## config.mk

```make
export PLATFORM = sky130hd
export DESIGN_NAME = contention_arbiter
export DESIGN_NICKNAME = d
export VERILOG_FILES = /design/src/rtl/arb_pkg.sv /design/src/rtl/port_tracker.sv /design/src/rtl/owner_fsm.sv /design/src/rtl/write_gate.sv /design/src/rtl/contention_arbiter.sv
export SDC_FILE = /design/constraint.sdc
export NUM_CORES = 1
export LEC_CHECK = 0
export BUFFER_PORTS_ARGS = -buffer_cell sky130_fd_sc_hd__buf_4
export CORE_ASPECT_RATIO = 1.4
export CORE_UTILIZATION = 45
export CTS_BUF_LIST = sky130_fd_sc_hd__clkbuf_8
export DETAILED_ROUTE_END_ITERATION = 8
export GPL_TIMING_DRIVEN = 0
export PLACE_DENSITY = 0.71
export SYNTH_ARGS = -nofsm -noshare
export SYNTH_HDL_FRONTEND = slang
export SYNTH_HIERARCHICAL = 1
export SYNTH_SLANG_ARGS = --single-unit
```

## constraint.sdc

```tcl
create_clock -name clk -period 1.8 [get_ports clk]
set_input_delay 0.27 -clock clk [delete_from_list [all_inputs] [get_ports clk]]
set_output_delay 0.27 -clock clk [all_outputs]
set_load 0.02 [all_outputs]
```

## src/rtl/arb_pkg.sv

```systemverilog
package arb_pkg;
    // Which port currently owns a contended location
    typedef enum logic [1:0] {
        OWN_NONE  = 2'd0,
        OWN_LEFT  = 2'd1,
        OWN_RIGHT = 2'd2
    } owner_e;

    localparam int NPORTS  = 2;
    localparam int P_LEFT  = 0;
    localparam int P_RIGHT = 1;
endpackage

```

## src/rtl/port_tracker.sv

```systemverilog
// port_tracker: remembers one port's previous enable and address and reports
// whether the port is presenting the same enabled address as last cycle.
// Assumes inputs are synchronous to clk.
module port_tracker #(
    parameter int AW = 12
) (
    input  logic          clk,
    input  logic          rst_n,
    input  logic          en_i,
    input  logic [AW-1:0] addr_i,
    output logic          stable_o
);
    logic          prev_en_q;
    logic [AW-1:0] prev_addr_q;

    // Capture this cycle's enable and address for comparison next cycle
    always_ff @(posedge clk) begin
        if (!rst_n) begin
            prev_en_q   <= 1'b0;
            prev_addr_q <= '0;
        end else begin
            prev_en_q   <= en_i;
            prev_addr_q <= addr_i;
        end
    end

    // Port held the same enabled address across two samples
    always_comb begin
        stable_o = prev_en_q && en_i && (prev_addr_q == addr_i);
    end
endmodule

```

## src/rtl/owner_fsm.sv

```systemverilog
// owner_fsm: registers which port owns the contended location.
// A new match goes to the port that was already there, and to the left
// port when both arrived together. Ownership holds while the match lasts.
module owner_fsm
    import arb_pkg::*;
(
    input  logic   clk,
    input  logic   rst_n,
    input  logic   match_i,
    input  logic   stable_l_i,
    input  logic   stable_r_i,
    output owner_e owner_o
);
    owner_e owner_q;
    owner_e owner_d;

    // Choose next owner from match and arrival order
    always_comb begin
        if (!match_i)
            owner_d = OWN_NONE;
        else if (owner_q != OWN_NONE)
            owner_d = owner_q;
        else if (stable_r_i && !stable_l_i)
            owner_d = OWN_RIGHT;
        else
            owner_d = OWN_LEFT;
    end

    // Ownership register
    always_ff @(posedge clk) begin
        if (!rst_n) owner_q <= OWN_NONE;
        else        owner_q <= owner_d;
    end

    assign owner_o = owner_q;


    release_chk: assert property (@(posedge clk) disable iff (!rst_n)
        !match_i |=> owner_q == OWN_NONE);


    hold_left_chk: assert property (@(posedge clk) disable iff (!rst_n)
        (owner_q == OWN_LEFT && match_i) |=> owner_q == OWN_LEFT);


    hold_right_chk: assert property (@(posedge clk) disable iff (!rst_n)
        (owner_q == OWN_RIGHT && match_i) |=> owner_q == OWN_RIGHT);


    left_first_chk: assert property (@(posedge clk) disable iff (!rst_n)
        (owner_q == OWN_NONE && match_i && stable_l_i && !stable_r_i)
        |=> owner_q == OWN_LEFT);
endmodule

```

## src/rtl/write_gate.sv

```systemverilog
// write_gate: forwards one port's write strobe to the array. In slave mode
// the strobe is suppressed while the external busy input is low.
module write_gate (
    input  logic is_master_i,
    input  logic en_i,
    input  logic we_i,
    input  logic busy_n_i,
    output logic wr_ok_o
);
    // Combine strobe, enable and (slave only) external busy
    always_comb begin
        wr_ok_o = en_i && we_i && (is_master_i || busy_n_i);
    end
endmodule

```

## src/rtl/contention_arbiter.sv

```systemverilog
// contention_arbiter: top level. Detects same-address access from both
// ports, keeps first-come ownership and drives active-low busy flags
// (master) or takes busy from outside and gates writes (slave).
// Assumes both ports share clk; busy outputs lag input changes by one clock.
module contention_arbiter
    import arb_pkg::*;
#(
    parameter int AW = 12
) (
    input  logic          clk,
    input  logic          rst_n,
    input  logic          is_master_i,
    input  logic          l_en_i,
    input  logic [AW-1:0] l_addr_i,
    input  logic          l_we_i,
    input  logic          r_en_i,
    input  logic [AW-1:0] r_addr_i,
    input  logic          r_we_i,
    input  logic          busy_l_n_i,
    input  logic          busy_r_n_i,
    output logic          busy_l_n_o,
    output logic          busy_r_n_o,
    output logic          l_wr_ok_o,
    output logic          r_wr_ok_o
);
    logic [NPORTS-1:0] en_v;
    logic [NPORTS-1:0] we_v;
    logic [NPORTS-1:0] bin_v;
    logic [NPORTS-1:0] stable_v;
    logic [NPORTS-1:0] wr_ok_v;
    logic [AW-1:0]     addr_v [NPORTS];
    logic              match;
    owner_e            owner;

    // Gather per-port inputs into arrays
    always_comb begin
        en_v[P_LEFT]    = l_en_i;
        en_v[P_RIGHT]   = r_en_i;
        we_v[P_LEFT]    = l_we_i;
        we_v[P_RIGHT]   = r_we_i;
        bin_v[P_LEFT]   = busy_l_n_i;
        bin_v[P_RIGHT]  = busy_r_n_i;
        addr_v[P_LEFT]  = l_addr_i;
        addr_v[P_RIGHT] = r_addr_i;
    end

    for (genvar p = 0; p < NPORTS; p++) begin : g_port
        port_tracker #(.AW(AW)) i_trk (
            .clk      (clk),
            .rst_n    (rst_n),
            .en_i     (en_v[p]),
            .addr_i   (addr_v[p]),
            .stable_o (stable_v[p])
        );
        write_gate i_wg (
            .is_master_i (is_master_i),
            .en_i        (en_v[p]),
            .we_i        (we_v[p]),
            .busy_n_i    (bin_v[p]),
            .wr_ok_o     (wr_ok_v[p])
        );
    end

    // Contention: both enabled on one address
    always_comb begin
        match = en_v[P_LEFT] && en_v[P_RIGHT] &&
                (addr_v[P_LEFT] == addr_v[P_RIGHT]);
    end

    owner_fsm i_fsm (
        .clk        (clk),
        .rst_n      (rst_n),
        .match_i    (match),
        .stable_l_i (stable_v[P_LEFT]),
        .stable_r_i (stable_v[P_RIGHT]),
        .owner_o    (owner)
    );

    // Busy flags: loser low in master mode, idle high in slave mode
    always_comb begin
        busy_l_n_o = !(is_master_i && owner == OWN_RIGHT);
        busy_r_n_o = !(is_master_i && owner == OWN_LEFT);
    end

    assign l_wr_ok_o = wr_ok_v[P_LEFT];
    assign r_wr_ok_o = wr_ok_v[P_RIGHT];


    never_both_busy_chk: assert property (@(posedge clk) disable iff (!rst_n)
        busy_l_n_o || busy_r_n_o);


    slave_block_chk: assert property (@(posedge clk) disable iff (!rst_n)
        (!is_master_i && !busy_l_n_i) |-> !l_wr_ok_o);
endmodule

```

==> results.json <==
{
  "status": "complete, no violations",
  "p_seq_share_pct": 49.2,
  "slew_headroom_pct": 75.9,
  "r2r_slack_ns": 0.45,
  "finalClockSkew_ns": 0.00634,
  "viasPerCell": 4.76,
  "cp_num_cells": 6,
  "postRouteWirelength_mm": 2.32,
  "syn-mean-instance-area_um2": 10.6,
  "cpLargestDelayFamily": "simple AND/OR/NAND/NOR gates",
  "fp.dieW_um": 46.2,
  "rsz0062_at_grt": "no",
  "netlist_area_um2": 1230,
  "drive_gt1_share_pct": 29.5,
  "finalSetupTns_ns": 0,
  "hpwl_mm": 1.87,
  "min_path_cells": 2,
  "cts.sinks": 28,
  "mappedNetlistNets": 149,
  "synthTopCellsByArea": "dfxtp_1, xnor2_1, and2_1, o211a_1, nand4_1",
  "maxCapViolCount": 0,
  "clk_path_buf_depth": 2,
  "grt_max_degree": 17,
  "endpoint_kind": "register",
  "sw_frac_of_total_pct": 20.6,
  "post_cts_buffers": 0,
  "drv_slew": 0,
  "finalSetupViolCount": 0,
  "n_antenna_cell": 0,
  "port_buffers": 36,
  "cts_made_buffers": 3,
  "antenna_left": 0,
  "core-area_um2": 2620,
  "seq_area_frac_synth_pct": 45.6,
  "intPower_uw": 1070,
  "tightestPinTransition_ns": 0.362,
  "multi_input_area_um2": 658,
  "p_per_area_nw_per_um2": 834,
  "critical_path.max_stage_delay_ns": 0.35,
  "ys_types": 13,
  "period_needed_ns": 1.35,
  "cp_max_fo": 2,
  "dr_total_vias": 914,
  "overflow": 0,
  "clkPwrFrac_pct": 35.4,
  "grt_first_pass_wirelength_mm": 3.85,
  "clock.fmax_mhz": 743,
  "area_growth_pct": 31.4,
  "p_leak_uw": 0.000650,
  "synthCells": 116,
  "path_class": "reg2reg",
  "arrival_ns": 1.56,
  "start_util_pct": 47.0,
  "critPathLaunchType": "register",
  "yosysWarnings": 6,
  "gp_congestion": 0.737,
  "num_rows": 22,
  "dr.pass1.iters": 4,
  "root_buffer": "clkbuf_8",
  "fillers": 229,
  "ys_seq_elements": 28,
  "r2r_cells": 6,
  "combPwrFrac_pct": 15.4,
  "antenna_found_initial": 0,
  "finalCritPeriodShare_pct": 74.8,
  "slowest_stage": "nor4_2",
  "peakVddDrop_v": 0.000527,
  "cts_tree": "yes",
  "insertion_delay_ns": 0.27,
  "hp-class": "in2reg",
  "required_ns": 2.02,
  "final_cell_mix": "xnor2_1, buf_4, dfxtp_1",
  "grt_use_total_pct": 18.5,
  "finalHoldViolations": 0,
  "seq_area_um2": 561,
  "crit_buf_inv": 1,
  "synth_top_area_share_pct": 45.6,
  "path_cells": "xnor2_1 -> nand3_1 -> nor4_2 -> inv_1 -> a21oi_1 -> o211a_1",
  "drtIter0Drc": 12,
  "fin_util_pct": 61.8,
  "wire_per_inst_um": 12.1,
  "drc": 0,
  "ioPinCount": 37,
  "die-area_um2": 2950,
  "cts_resized": 0,
  "grt_pass1_vias": 914,
  "path_clk_slew_ns": 0.09,
  "synth_largest_area_cell": "dfxtp_1",
  "cts_hold_buf": 0,
  "die_h_um": 63.9,
  "htree_levels": 1,
  "power.switching_uw": 278,
  "nets": 190
}
-- power groups by stage --
stage                     Clock, uW  Sequential [uW]  Combinational (uW)
after floorplan                   0              675                 108
after global placement            0              676                 206
after detailed placement          0              678                 210
after CTS                       495              664                 212
after global routing            526              666                 229
final                           477              663                 208
-- logic make-up (layout without fill, tap and decap cells) --
kind of cell              after synthesis  count (layout)  synth area share, %
and+or+nand+nor                        44              44                 24.2
xor gates and xnor gates               36              36                 25.6
DFF                                    28              28                 45.6
AOI/OAI and AO/OA                       5               5                 3.66
buffers and inverters                   3              43                0.915
-- sequential cells by signal, indices dropped and copies added, names as in the netlist --
| signal | flops |
|---|---|
| i_fsm/owner_o | 2 |
| g_port.i_trk/prev_en_q | 2 |
| g_port.i_trk/prev_addr_q | 24 |
-- worst reg2reg max path, stage by stage (launching register included) --
cell and delay [ns]:
dfxtp_1 0.32, xnor2_1 0.16, nand3_1 0.12, nor4_2 0.35, inv_1 0.07, a21oi_1 0.14
o211a_1 0.14
-- stage by stage --
stage          instance area, um2  total power, uW  worst slack [ns]  instances  hold WS (ns)
6_report                     1620             1350             0.454        192         0.228
5_1_grt                      1620             1420             0.333        192         0.216
4_1_cts                      1620             1370             0.429        192         0.221
3_5_place_dp                 1550              888             0.341        188         0.509
3_3_place_gp                 1550              883             0.326        188         0.503
2_1_floorplan                1230              784             0.588        116         0.392
-- final timing paths --
| check | startpoint | end |
|---|---|---|
| hold / removal | r_addr_i[11] | g_port[1].i_trk/prev_addr_q[11]$_SDFF_PN0_ |
| setup reg to reg | g_port[0].i_trk/prev_addr_q[8]$_SDFF_PN0_ | i_fsm/owner_o[0]$_SDFFE_PN0N_ |
| hold reg to reg | i_fsm/owner_o[1]$_SDFFE_PN0N_ | i_fsm/owner_o[1]$_SDFFE_PN0N_ |
| setup / recovery | g_port[0].i_trk/prev_addr_q[8]$_SDFF_PN0_ | i_fsm/owner_o[0]$_SDFFE_PN0N_ |
-- metal layers --
layer,vias up,track usage [%],part of all wire (%)
li1,461,-,-
met1,427,21.6,41
met2,24,30.8,53
met3,2,4.52,4.7
met4,0,7.72,0.99
met5,-,0,0
-- final cells by class --
cell class                 instances  area share [%]
multi-input combinational         85            40.7
sequential                        28            34.7
timing repair buffer              36            16.7
buffer                             2           0.464
clock buffer                       3            2.55
tap                               36            2.79
clock inverter                     1            1.86
inverter                           1           0.232
-- cell usage after synthesis, drive strengths merged --
| cell type | instances |
|---|---|
| a21oi | 1 |
| and2 | 26 |
| clkbuf | 2 |
| dfxtp | 28 |
| inv | 1 |
| nand3 | 6 |
| nand3b | 2 |
| nand4 | 6 |
| nor3b | 1 |
| nor4 | 3 |
| o211a | 4 |
| xnor2 | 36 |
(Power assumes the default switching activity.)
